## src/rtl/aq_pkg.sv

```systemverilog
package aq_pkg;

  typedef enum logic [1:0] {
    ACT_NONE   = 2'b00,
    ACT_LOW    = 2'b01,
    ACT_HIGH   = 2'b10,
    ACT_TOGGLE = 2'b11
  } aq_act_e;

  typedef enum logic [1:0] {
    FRC_OFF  = 2'b00,
    FRC_LOW  = 2'b01,
    FRC_HIGH = 2'b10,
    FRC_NOP  = 2'b11
  } aq_frc_e;

  typedef enum logic [1:0] {
    RLD_ZERO = 2'b00,
    RLD_PRD  = 2'b01,
    RLD_EDGE = 2'b10,
    RLD_NOW  = 2'b11
  } aq_rld_e;

  typedef struct packed {
    logic zero;
    logic prd;
    logic cmpa;
    logic cmpb;
  } aq_evt_t;

  localparam int unsigned AQ_NCH       = 2;
  localparam int unsigned AQ_ADDR_W    = 2;
  localparam int unsigned FLD_ZERO     = 0;
  localparam int unsigned FLD_PRD      = 2;
  localparam int unsigned FLD_CMPA     = 4;
  localparam int unsigned FLD_CMPB     = 8;
  localparam int unsigned FLD_RLD      = 6;
  localparam logic [1:0]  ADDR_FORCE   = 2'd2;

endpackage

```

## src/rtl/aq_action_pick.sv

```systemverilog
module aq_action_pick
  import aq_pkg::*;
#(
  parameter int unsigned CTL_W = 16
) (
  input  logic [CTL_W-1:0] ctl,
  input  aq_evt_t          ev,
  output aq_act_e          act
);
  localparam int unsigned MIN_W = FLD_CMPB + 2;

  aq_act_e f_zero, f_prd, f_cmpa, f_cmpb;

  assign f_zero = aq_act_e'(ctl[FLD_ZERO +: 2]);
  assign f_prd  = aq_act_e'(ctl[FLD_PRD  +: 2]);
  assign f_cmpa = aq_act_e'(ctl[FLD_CMPA +: 2]);
  assign f_cmpb = aq_act_e'(ctl[FLD_CMPB +: 2]);

  // later assignments win: lowest priority first
  always_comb begin
    act = ACT_NONE;
    if (ev.zero && f_zero != ACT_NONE) act = f_zero;
    if (ev.prd  && f_prd  != ACT_NONE) act = f_prd;
    if (ev.cmpa && f_cmpa != ACT_NONE) act = f_cmpa;
    if (ev.cmpb && f_cmpb != ACT_NONE) act = f_cmpb;
  end

  initial begin
    if (CTL_W < MIN_W) $error("CTL_W too small for the action fields");
  end
endmodule

```

## src/rtl/aq_force_ctrl.sv

```systemverilog
module aq_force_ctrl
  import aq_pkg::*;
#(
  parameter int unsigned NCH    = 2,
  parameter int unsigned DATA_W = 16
) (
  input  logic              clk,
  input  logic              rst_n,
  input  logic              tick,
  input  logic              ev_zero,
  input  logic              ev_prd,
  input  logic              wr_en,
  input  logic [DATA_W-1:0] wr_data,
  output logic [2*NCH-1:0]  frc_shd,
  output logic [2*NCH-1:0]  frc_act,
  output logic [2*NCH-1:0]  frc_eff,
  output logic [1:0]        rld_mode
);
  localparam int unsigned FW = 2 * NCH;

  logic load;

  always_comb begin
    unique case (aq_rld_e'(rld_mode))
      RLD_ZERO: load = tick & ev_zero;
      RLD_PRD:  load = tick & ev_prd;
      RLD_EDGE: load = tick & (ev_zero | ev_prd);
      default:  load = tick;
    endcase
  end

  assign frc_eff = load ? frc_shd : frc_act;

  always_ff @(posedge clk or negedge rst_n) begin
    if (!rst_n) begin
      frc_shd  <= '0;
      frc_act  <= '0;
      rld_mode <= RLD_ZERO;
    end else begin
      if (load) frc_act <= frc_shd;
      if (wr_en) begin
        frc_shd  <= wr_data[FW-1:0];
        rld_mode <= wr_data[FLD_RLD +: 2];
      end
    end
  end

  initial begin
    if (FW > FLD_RLD) $error("force fields overlap the reload mode field");
  end
endmodule

```

## src/rtl/aq_out_stage.sv

```systemverilog
module aq_out_stage
  import aq_pkg::*;
(
  input  logic       clk,
  input  logic       rst_n,
  input  logic       tick,
  input  aq_act_e    act,
  input  logic [1:0] frc,
  output logic       q
);
  logic q_next;

  always_comb begin
    q_next = q;
    unique case (aq_frc_e'(frc))
      FRC_LOW:  q_next = 1'b0;
      FRC_HIGH: q_next = 1'b1;
      default: begin
        unique case (act)
          ACT_LOW:    q_next = 1'b0;
          ACT_HIGH:   q_next = 1'b1;
          ACT_TOGGLE: q_next = ~q;
          default:    q_next = q;
        endcase
      end
    endcase
  end

  always_ff @(posedge clk or negedge rst_n) begin
    if (!rst_n)    q <= 1'b0;
    else if (tick) q <= q_next;
  end
endmodule

```

## src/rtl/pwm_action_qual.sv

```systemverilog
module pwm_action_qual
  import aq_pkg::*;
#(
  parameter int unsigned DATA_W = 16
) (
  input  logic              clk,
  input  logic              rst_n,
  input  logic              tb_tick,
  input  logic              evt_zero,
  input  logic              evt_period,
  input  logic              evt_cmp_a,
  input  logic              evt_cmp_b,
  input  logic              cfg_we,
  input  logic [1:0]        cfg_addr,
  input  logic [DATA_W-1:0] cfg_wdata,
  output logic              pwm_a,
  output logic              pwm_b
);
  localparam int unsigned NCH = AQ_NCH;

  aq_evt_t                      evt;
  logic [NCH-1:0][DATA_W-1:0]   ctl_word;
  logic [2*NCH-1:0]             frc_shd, frc_act, frc_eff;
  logic [1:0]                   rld_mode;
  logic [NCH-1:0]               pwm_q;

  assign evt = '{zero: evt_zero, prd: evt_period, cmpa: evt_cmp_a, cmpb: evt_cmp_b};

  aq_force_ctrl #(.NCH(NCH), .DATA_W(DATA_W)) u_force (
    .clk      (clk),
    .rst_n    (rst_n),
    .tick     (tb_tick),
    .ev_zero  (evt_zero),
    .ev_prd   (evt_period),
    .wr_en    (cfg_we && cfg_addr == ADDR_FORCE),
    .wr_data  (cfg_wdata),
    .frc_shd  (frc_shd),
    .frc_act  (frc_act),
    .frc_eff  (frc_eff),
    .rld_mode (rld_mode)
  );

  for (genvar ch = 0; ch < NCH; ch++) begin : g_ch
    aq_act_e act;

    always_ff @(posedge clk or negedge rst_n) begin
      if (!rst_n)
        ctl_word[ch] <= '0;
      else if (cfg_we && cfg_addr == AQ_ADDR_W'(ch))
        ctl_word[ch] <= cfg_wdata;
    end

    aq_action_pick #(.CTL_W(DATA_W)) u_pick (
      .ctl (ctl_word[ch]),
      .ev  (evt),
      .act (act)
    );

    aq_out_stage u_out (
      .clk   (clk),
      .rst_n (rst_n),
      .tick  (tb_tick),
      .act   (act),
      .frc   (frc_eff[2*ch +: 2]),
      .q     (pwm_q[ch])
    );
  end

  assign pwm_a = pwm_q[0];
  assign pwm_b = pwm_q[1];
endmodule

```

## config.mk

```make
export PLATFORM = sky130hd
export DESIGN_NAME = pwm_action_qual
export DESIGN_NICKNAME = d
export VERILOG_FILES = /design/src/rtl/aq_pkg.sv /design/src/rtl/aq_action_pick.sv /design/src/rtl/aq_force_ctrl.sv /design/src/rtl/aq_out_stage.sv /design/src/rtl/pwm_action_qual.sv
export SDC_FILE = /design/constraint.sdc
export NUM_CORES = 1
export LEC_CHECK = 0
export ABC_AREA = 1
export BUFFER_PORTS_ARGS = -buffer_cell sky130_fd_sc_hd__buf_2
export CAP_MARGIN = 40
export CORE_UTILIZATION = 60
export CTS_BUF_LIST = sky130_fd_sc_hd__clkbuf_4
export DETAILED_ROUTE_END_ITERATION = 10
export PLACE_DENSITY = 0.86
export SYNTH_ARGS = -nofsm -noshare
export SYNTH_HDL_FRONTEND = slang
export SYNTH_SLANG_ARGS = --single-unit
export TNS_END_PERCENT = 30
```

## constraint.sdc

```tcl
create_clock -name clk -period 3.8 [get_ports clk]
set_input_delay 0 -clock clk [delete_from_list [all_inputs] [get_ports clk]]
set_output_delay 0 -clock clk [all_outputs]
set_load 0.01 [all_outputs]
```

==> results.cfg, run 1 <==
[pwr]
power.ir.vdd_worst_uv = 361
power.density_mw_per_mm2 = 452
report.power.total_uw = 764
p_leak_uw = 0.000902

[floorplanning]
core-area_mm2 = 0.00221
placement_rows = 17
die_area_mm2 = 0.00257
die-width_um = 50.7
initial_utilization_pct = 64.3
fp.dieH_um = 50.7
io_pins = 28

[global_routing]
use_met2_pct = 50.0
maximum_number_of_pins_on_one_net_before_global_route_repair = 29
vias_in_the_first_global_route = 1232
wire_length_of_the_first_global_routing_pass_um = 5300
global_route.usage.total_pct = 28.2
grt.busiest_layer = met2
met3_usage_pct = 3.64
number_of_antenna_violations_at_the_first_check_in_global_routing = 0
grt_remaining_overflow = 0
met1_usage_pct = 35.2

[placed_design]
hpwl_um = 2100
placed_cell_area_mm2 = 0.00155
port-buffer-count = 21
gp_routability_congestion = 0.890
post-place-ws_ps = 1590

[sta]
post-route-worst-setup-slack_ps = 1600
timing.final.max_slew_violations = 0
final-hold-violation-count = 0
tightestPinTransition_ps = 603
max_freq_mhz = 454
setup_repair_after_global_routing_missed_its_margin = false
maxSlewHeadroom_pct = 59.8
setup_viol = 0
timing.final.crit_period_ps = 2200
setup_tns_ps = 0
worst_clock_skew_ps = 9.40
layout_worst_path_cycle_share_pct = 58.0

[cts]
root_buffer = clkbuf_4
ctsLongestPathBuffers = 2
cts_made_buffers = 3
cts_resized = 0
htreeDepth = 1
clk-insertion-delay-late_ps = 330
cts_hold_buf = 12
tritoncts = yes
clk_transition_reported_paths_ps = 150
cts_sinks = 28
post-cts-setup-buffers = 0

[setup_path]
critical_path.slowest_cell = dfrtp_1
end_kind = flop
critPathBufInv = 2
path_class = flop to flop
max_stage_delay_ps = 410
start_kind = flop
worst_r2r_path_depth = 13
critPathArrivalTime_ps = 2450
worst_setup_slack_for_register_to_register_paths_ps = 1600
crit_fanout = 6
path_delay_family = adder cells
worstSetupStartpoint = u_force.rld_mode[0]
worstReg2RegStart = u_force.rld_mode[0]
timing.rr.end = g_ch[0].u_out.q
critical_path_required_ps = 4050
crit_path_cell_trace = inv_1, ha_1, o21ai_0, nand2_4, nand2_4, nand2_1, o21ai_2, inv_2, ha_1, nor2_1, nor2_1, a21oi_1, a21oi_1

[routing]
first_pass_iters = 4
avgViaCountPerCell = 5.32
vias = 1250
antenna_violating_nets_post_route = 0
drt-total-wl_um = 2970
wire_per_inst_um = 12.7
route.detailed.drc = 0
drt_iter0_drc = 42

[final_layout]
area_growth_syn_to_fin_pct = 18.9
drive_gt1_share_pct = 16.9
post-route-util_pct = 76.4
layout_common_cells = 52 x nand2_1, 28 x dfrtp_1, 21 x o21ai_0, 21 x buf_2, 19 x inv_1
stdcell_area_mm2 = 0.00169
final_common_cell = nand2_1
count_of_filler_cells_inserted_in_the_layout = 167
finalNetCount = 240
antenna-diode-count = 0

[status]
outcome = completed

[logic_synthesis]
synth-warning-count = 0
per_instance_average_area_after_synthesis_um2 = 8.17
synth.ff_latch_count = 28
netlist_instances = 174
syn_nets = 205
share_of_the_yosys_chip_area_belonging_to_registers_pct = 49.3
netlist_area_mm2 = 0.00142
synth.lib_cells_used.distinct = 20

[hold_path]
holdPathEnd = g_ch[0].u_out.q
worstHoldStart = evt_cmp_b
hp-class = primary input to flop
worstHoldPathCells = 6

[job]
timing.max_cap.violations = 0
worst register-to-register path, cell delays in order, from the launching register on:
cell	delay, ps
dfrtp_1	410
inv_1	80
ha_1	320
o21ai_0	320
nand2_4	110
nand2_4	100
nand2_1	70
o21ai_2	70
inv_2	40
ha_1	290
nor2_1	110
nor2_1	40
a21oi_1	110
a21oi_1	50
stage by stage:
stage                     hold WS, ps  std cells
final                            52.9        235
after global routing              103        235
after CTS                        48.6        235
after detailed placement         40.8        220
after global placement           28.6        220
after floorplan                  -296        174
cell type report:
| cell class | instances | area (um2) | share of cell area (%) |
|---|---|---|---|
| sequential | 28 | 701 | 41.5 |
| multi-input combinational | 122 | 628 | 37.2 |
| timing repair buffer | 33 | 225 | 13.3 |
| inverter | 21 | 78.8 | 4.66 |
| tap | 28 | 35.0 | 2.07 |
| clock buffer | 3 | 22.5 | 1.33 |
cells by family after synthesis:
logic type,synth area share [%]
and+or+nand+nor,27.6
AOI/OAI and AO/OA,12.2
DFF,49.3
buffers and inverters,6.51
adders and majority gates,4.40
worst max-delay path by stage:
stage,slack (ps),cells after the start,endpoint
global placement,1690,13,g_ch[0].u_out.q
detailed placement,1590,13,g_ch[0].u_out.q
finish,1600,13,g_ch[0].u_out.q
floorplan,1770,13,g_ch[0].u_out.q
global route,1350,13,g_ch[0].u_out.q
CTS,1580,13,g_ch[0].u_out.q
report_power, final:
group	switching [uW]	total [uW]	internal, uW
sequential	39.3	396	357
clock	85.8	123	37.4
combinational	142	245	103
Yosys cell counts:
master	count	area, um2
a21oi_1	5	25.0
buf_2	2	10.0
clkbuf_1	1	3.75
dfrtp_1	28	701
ha_1	5	62.6
inv_1	19	71.3
inv_2	2	7.51
nand2_1	52	195
nand2_2	1	6.26
nand2_4	2	22.5
nand3_1	12	60.1
nand3_2	1	10.0
nand3b_1	6	45.0
nor2_1	9	33.8
nor2_2	1	6.26
nor3b_2	1	12.5
o21a_1	1	7.51
o21ai_0	21	105
o21ai_1	2	10.0
o21ai_2	3	26.3
sequential cells by signal (all words and copies together) (netlist names):
| name | flops |
|---|---|
| u_force.frc_act | 4 |
| u_force.frc_shd | 4 |
| g_ch.u_out.q | 2 |
| ctl_word | 16 |
| u_force.rld_mode | 2 |
routing by layer:
metal  share of wire, %  vias up
met2                 52       32
met1                 43      586
li1                   -      629
met4                1.1        0
met5                  0        -
met3                3.9        3
No activity file was read; power rests on OpenSTA's default activity.
==> run 2, diff against run 1 <==
--- a/config.mk
+++ b/config.mk
@@ -8,10 +8,10 @@
 export ABC_AREA = 1
 export BUFFER_PORTS_ARGS = -buffer_cell sky130_fd_sc_hd__buf_2
 export CAP_MARGIN = 40
-export CORE_UTILIZATION = 60
+export CORE_UTILIZATION = 56
 export CTS_BUF_LIST = sky130_fd_sc_hd__clkbuf_4
 export DETAILED_ROUTE_END_ITERATION = 10
-export PLACE_DENSITY = 0.86
+export PLACE_DENSITY = 0.81
 export SYNTH_ARGS = -nofsm -noshare
 export SYNTH_HDL_FRONTEND = slang
 export SYNTH_SLANG_ARGS = --single-unit
==> constraint.sdc (replaced) <==
create_clock -name clk -period 2.15 [get_ports clk]
set_input_delay 0 -clock clk [delete_from_list [all_inputs] [get_ports clk]]
set_output_delay 0 -clock clk [all_outputs]
set_load 0.01 [all_outputs]
==> run 2 against run 1 <==
  * Sequential power increased by 79%
  * Fmax increased by 2.7%
  * Setup slack lost 1600 ps
  * Via count increased by 3.6%
  * Cell area grew 8.5%
  * Register-to-register slack worse by 1600 ps
  * Clock skew down 4.7 ps
  * Global-route usage decreased by 1.6 points
  * Critical path type unchanged
  * Largest cell class is now multi-input combinational cells
==> results.cfg, run 2 (same netlist as run 1, synthesis figures left out) <==
[routing]
first_pass_iters = 4
antenna_violating_nets_post_route = 0
avgViaCountPerCell = 5.40
drt-total-wl_um = 3340
drt_iter0_drc = 48
vias = 1295
wire_per_inst_um = 13.9
route.detailed.drc = 0

[sta]
timing.final.crit_period_ps = 2150
layout_worst_path_cycle_share_pct = 99.8
setup_repair_after_global_routing_missed_its_margin = true
post-route-worst-setup-slack_ps = 4.11
setup_viol = 0
max_freq_mhz = 466
tightestPinTransition_ps = 611
worst_clock_skew_ps = 4.65
final-hold-violation-count = 0
maxSlewHeadroom_pct = 59.2
timing.final.max_slew_violations = 0

[setup_path]
path_class = flop to flop
start_kind = flop
timing.rr.end = g_ch[1].u_out.q
crit_fanout = 6
critical_path_required_ps = 2390
worst_r2r_path_depth = 15
worst_setup_slack_for_register_to_register_paths_ps = 4
end_kind = flop
worstReg2RegStart = u_force.rld_mode[0]
critPathArrivalTime_ps = 2390

[final_layout]
layout_common_cells = 50 x nand2_1, 28 x dfrtp_1, 21 x buf_2
post_layout_nonfiller_instances = 240
antenna-diode-count = 0
drive_gt1_share_pct = 25.9
final_common_cell = nand2_1
largest_register_ffs = 16
area_growth_syn_to_fin_pct = 29.0
regMostFlops = ctl_word
top_regs = ctl_word x16, u_force.frc_act x4, u_force.frc_shd x4
finalNetCount = 245

[pwr]
power.density_mw_per_mm2 = 827
p_leak_uw = 0.000932
power.ir.vdd_worst_uv = 695

[cts]
clk_transition_reported_paths_ps = 140
root_buffer = clkbuf_4
tritoncts = yes
cts_made_buffers = 3
ctsLongestPathBuffers = 2
clk-insertion-delay-late_ps = 330
cts_sinks = 28
htreeDepth = 1

[placed_design]
hpwl_um = 2140
port-buffer-count = 21
post-place-ws_ps = -84.4
gp_routability_congestion = 0.836
placed_instances = 220

[floorplanning]
initial_utilization_pct = 61.9
die-width_um = 52.4
core-area_mm2 = 0.00230
placement_rows = 17
die_area_mm2 = 0.00274
io_pins = 28
fp.dieH_um = 52.4

[hold_path]
holdPathEnd = u_force.frc_act[0]
worstHoldPathCells = 3
worstHoldStart = tb_tick
hp-class = primary input to flop

[global_routing]
maximum_number_of_pins_on_one_net_before_global_route_repair = 29
global_route.usage.total_pct = 26.6
grt_remaining_overflow = 0
vias_in_the_first_global_route = 1296
number_of_antenna_violations_at_the_first_check_in_global_routing = 0
wire_length_of_the_first_global_routing_pass_um = 5250

[job]
timing.max_cap.violations = 0

[status]
outcome = completed
==> run 2: per-layer routing <==
| layer | GRT usage [%] | vias up | share of wire (%) |
|---|---|---|---|
| met5 | 0 | - | 0 |
| met4 | 11.8 | 0 | 2.6 |
| met3 | 4.06 | 10 | 3.9 |
| met2 | 47.3 | 44 | 51 |
| met1 | 31.4 | 605 | 42 |
| li1 | - | 636 | - |
==> run 2: power breakdown <==
group,internal (uW),switching [uW],total (uW)
registers,631,76.1,707
logic,270,327,596
clock network,65.9,148,214
total,967,551,1520
==> run 2: repair_timing <==
action	4_1_cts	5_1_grt
hold buffers	11	0
cloned	0	0
setup buffers	0	6
setup endpoints to repair	2	2
hold endpoints to repair	48	0
gates resized for setup	1	21
pin swaps	0	9
==> run 2: worst max-delay path by stage <==
stage	cells after the start	end	startpoint
finish	15	g_ch[1].u_out.q	u_force.rld_mode[0]
detailed placement	13	g_ch[0].u_out.q	u_force.rld_mode[0]
CTS	13	g_ch[0].u_out.q	u_force.rld_mode[0]
global route	15	g_ch[1].u_out.q	u_force.rld_mode[0]
floorplan	13	g_ch[0].u_out.q	u_force.rld_mode[0]
global placement	13	g_ch[0].u_out.q	u_force.rld_mode[0]
==> run 2: through the flow <==
step / util [%] / total power (uW) / instance area, um2 / hold slack (ps) / setup TNS [ps]
after floorplan: - / 998 / 1420 / -296 / 0
after global placement: 67.4 / 1090 / 1550 / 31.8 / 0
after detailed placement: 67.4 / 1120 / 1550 / 45.7 / -84.4
after CTS: 73.1 / 1350 / 1680 / 12.4 / 0
after global routing: 79.8 / 1620 / 1830 / 27.7 / -123
final: 79.8 / 1520 / 1830 / 21.7 / 0
==> run 2: worst max-delay path: stages (launching register included) <==
cell	delay [ps]
dfrtp_1	460
inv_2	100
ha_4	210
nor3b_4	180
nor2_2	80
nand2_4	90
nand2_8	70
buf_6	130
o21ai_4	190
ha_4	230
inv_2	60
a21oi_2	30
nand2_1	70
nand2_1	50
nand2_1	70
nand2_1	50
==> run 2: area by class of cell <==
class | count | area [um2]
flip-flops and latches | 28 | 701
clock buffers | 3 | 22.5
repair buffers | 38 | 264
fillers | 155 | 463
inverters | 21 | 78.8
multi-input cells | 122 | 733
well taps | 28 | 35.0
==> run 3, diff against run 2 <==
--- a/config.mk
+++ b/config.mk
@@ -5,13 +5,15 @@
 export SDC_FILE = /design/constraint.sdc
 export NUM_CORES = 1
 export LEC_CHECK = 0
-export ABC_AREA = 1
+export ABC_AREA = 0
 export BUFFER_PORTS_ARGS = -buffer_cell sky130_fd_sc_hd__buf_2
 export CAP_MARGIN = 40
+export CORE_MARGIN = 1
 export CORE_UTILIZATION = 56
 export CTS_BUF_LIST = sky130_fd_sc_hd__clkbuf_4
 export DETAILED_ROUTE_END_ITERATION = 10
 export PLACE_DENSITY = 0.81
+export SLEW_MARGIN = 20
 export SYNTH_ARGS = -nofsm -noshare
 export SYNTH_HDL_FRONTEND = slang
 export SYNTH_SLANG_ARGS = --single-unit
==> run 3 against run 2 <==
  * The flow now finishes with violations (setup timing)
  * Fmax decreased by 3.1%
  * Die area decreased by 5.0%
  * Cell area decreased by 7.1%
  * Sequential share of layout area increased by 3.0 points
  * Setup slack got worse by 69 ps
  * Sequential cell count unchanged
  * Via count decreased by 24%
  * First-iteration DRC count decreased by 81%
  * Critical path depth decreased by 7
  * Worst hold slack improved by 2.2 ps
  * Register-to-register slack got worse by 70 ps
  * Global-route usage decreased by 1.3 points
  * Critical path type unchanged
  * Largest cell class is now sequential cells
==> results.cfg, run 3 <==
[global_routing]
global_route.usage.total_pct = 25.3
maximum_number_of_pins_on_one_net_before_global_route_repair = 29
vias_in_the_first_global_route = 993
wire_length_of_the_first_global_routing_pass_um = 4620
number_of_antenna_violations_at_the_first_check_in_global_routing = 0
grt_remaining_overflow = 0

[setup_path]
path_class = flop to flop
crit_path_cell_trace = ha_4, o311ai_4, nand2_2, mux2_4, ha_4, nand3b_1, a221oi_2, a211oi_1
worstSetupStartpoint = u_force.rld_mode[1]
crit_path_frequent_cell = ha_4
crit_fanout = 4
start_kind = flop
max_stage_delay_ps = 470
endpoint = g_ch[0].u_out.q
end_kind = flop
worstReg2RegStart = u_force.rld_mode[1]
critical_path.slowest_cell = dfrtp_2
critical_path_required_ps = 2390
worst_setup_slack_for_register_to_register_paths_ps = -60
timing.rr.end = g_ch[0].u_out.q
critPathArrivalTime_ps = 2450
worst_r2r_path_depth = 8

[final_layout]
area_growth_syn_to_fin_pct = 26.5
top_regs = ctl_word x16, u_force.frc_act x4, u_force.frc_shd x4
antenna-diode-count = 0
drive_gt1_share_pct = 45.4
layout_common_cells = 27 x dfrtp_1, 22 x mux2_2, 21 x buf_2
finalNetCount = 173
multi_input_logic_area_um2 = 699
layout.area.seq_um2 = 702
largest_register_ffs = 16
count_of_filler_cells_inserted_in_the_layout = 152
regMostFlops = ctl_word
post-route-util_pct = 76.3
stdcell_area_mm2 = 0.00170
final_common_cell = dfrtp_1

[logic_synthesis]
syn_nets = 134
synth-compound-area-share_pct = 10.0
synth.lib_cells_used.distinct = 25
yosysMostFrequentCell = dfrtp_1
post-synth-top-area-fraction_pct = 52.0
synth.ff_latch_count = 28
netlist_instances = 103
per_instance_average_area_after_synthesis_um2 = 13.1
yosys_most_used_dff = dfrtp_1
synth-edff-count = 0
synth-xor-area-share_pct = 0
netlist_area_mm2 = 0.00135
yosys.area.top_type = dfrtp_1
synth.area.top_cells = dfrtp_1 52%, mux2_2 18%, ha_1 4.6%, mux2_4 4.5%, nand2_1 2.8%
synth_fa_ha_area_share_pct = 4.64
asyncSetResetFlopFracSynth_pct = 100
post_synth_mux_area_share_pct = 24.3
synth.cells.most_frequent = 28 x dfrtp_1, 22 x mux2_2, 10 x nand2_1, 5 x ha_1
synthSimpleGateAreaFrac_pct = 8.17
synth-warning-count = 0
share_of_the_yosys_chip_area_belonging_to_registers_pct = 52.0
main_combinational_cell_family_by_area_after_synthesis = multiplexers

[pwr]
power.density_mw_per_mm2 = 943
power.ir.vdd_worst_uv = 755
p_leak_uw = 0.000761

[sta]
maxSlewHeadroom_pct = 51.3
setup_repair_after_global_routing_missed_its_margin = true
final-hold-violation-count = 0
tightestPinTransition_ps = 727
layout_worst_path_cycle_share_pct = 103
post-route-worst-setup-slack_ps = -64.9
max_freq_mhz = 451
timing.final.max_slew_violations = 0
timing.final.crit_period_ps = 2210
worst_clock_skew_ps = 8.19
setup_viol = 2
final_hold_slack_ps = 23.8

[routing]
vias = 986
first_pass_iters = 4
wire_per_inst_um = 16.4
avgViaCountPerCell = 5.83
route.detailed.drc = 0
antenna_violating_nets_post_route = 0
drt_iter0_drc = 9
drt-total-wl_um = 2770

[status]
failed_checks = setup timing
outcome = finished, violations left

[floorplanning]
initial_utilization_pct = 60.3
die-width_um = 51.1
core-area_mm2 = 0.00223
io_pins = 28
fp.dieH_um = 51.1
die_area_mm2 = 0.00261
placement_rows = 17

[cts]
root_buffer = clkbuf_4
clk_transition_reported_paths_ps = 150
ctsLongestPathBuffers = 2
cts_made_buffers = 3
clk-insertion-delay-late_ps = 330
htreeDepth = 1
cts_sinks = 28
tritoncts = yes

[job]
timing.max_cap.violations = 0

[placed_design]
hpwl_um = 1860
placed_cell_area_mm2 = 0.00153
post-place-ws_ps = -89.8
port-buffer-count = 21
gp_routability_congestion = 0.808

[hold_path]
hp-class = primary input to flop
run 3: cell types whose count changed after synthesis, sizes merged, moves of 3 or more:
cell	change
a21oi	-3
inv	-18
mux2	+26
nand2	-44
nand3	-13
nor2	-7
o21ai	-22
run 3: cells by family after synthesis:
group	count (synthesis)
and+or+nand+nor	21
buffers and inverters	3
AOI/OAI and AO/OA	18
DFF	28
muxes	28
adders and majority gates	5
run 3: worst min path at each step:
stage / cells after the start / startpoint / slack (ps) / endpoint
2_1_floorplan: 0 / rst_n / -300 / ctl_word[0]
3_3_place_gp: 1 / rst_n / 40 / u_force.frc_act[2]
5_1_grt: 4 / tb_tick / 50 / g_ch[1].u_out.q
4_1_cts: 4 / tb_tick / 10 / g_ch[1].u_out.q
3_5_place_dp: 1 / rst_n / 50 / u_force.frc_act[2]
6_report: 4 / tb_tick / 20 / g_ch[1].u_out.q
run 3: cell type report:
type	count	area share, %
Sequential cell	28	41.2
Multi-Input combinational cell	72	41.0
Timing Repair Buffer	34	13.5
Tap cell	28	2.06
Clock buffer	3	1.32
Inverter	3	0.661
Clock inverter	1	0.220
run 3: repair_timing:
item	in CTS	in global routing
setup endpoints to repair	2	2
buffers inserted	0	1
cloned	0	0
endpoints found under the hold margin	50	0
hold buffers	11	0
pin swaps	7	0
resized for setup	3	3
run 3: layer usage:
metal	wire length (um)	global-route usage, %	vias to the layer above
met1	1260	32.1	492
li1	-	-	465
met2	1360	41.2	23
met4	57	13.4	0
met5	0	0	-
met3	94	4.17	6
run 3: critical path, delay by kind of cell, from the launching register on:
kind | cells | cell delay (ps)
mux | 1 | 340
flops | 1 | 470
compound gates | 3 | 530
simple gates | 2 | 230
fa+ha+maj | 2 | 550
run 3: through the flow:
| stage | setup TNS [ps] | power, uW | std cells |
|---|---|---|---|
| after floorplan | 0 | 1160 | 103 |
| after global placement | -77.9 | 1300 | 153 |
| after detailed placement | -119 | 1330 | 153 |
| after CTS | -92.3 | 1600 | 168 |
| after global routing | -265 | 1710 | 169 |
| final | -88.2 | 1610 | 169 |
run 3: report_power, final:
group          leakage, uW  switching [uW]  internal (uW)  total [uW]
Sequential        0.000330             104            663         767
Clock            0.0000154             153           68.3         222
Combinational     0.000415             263            355         618
Total             0.000761             521           1090        1610
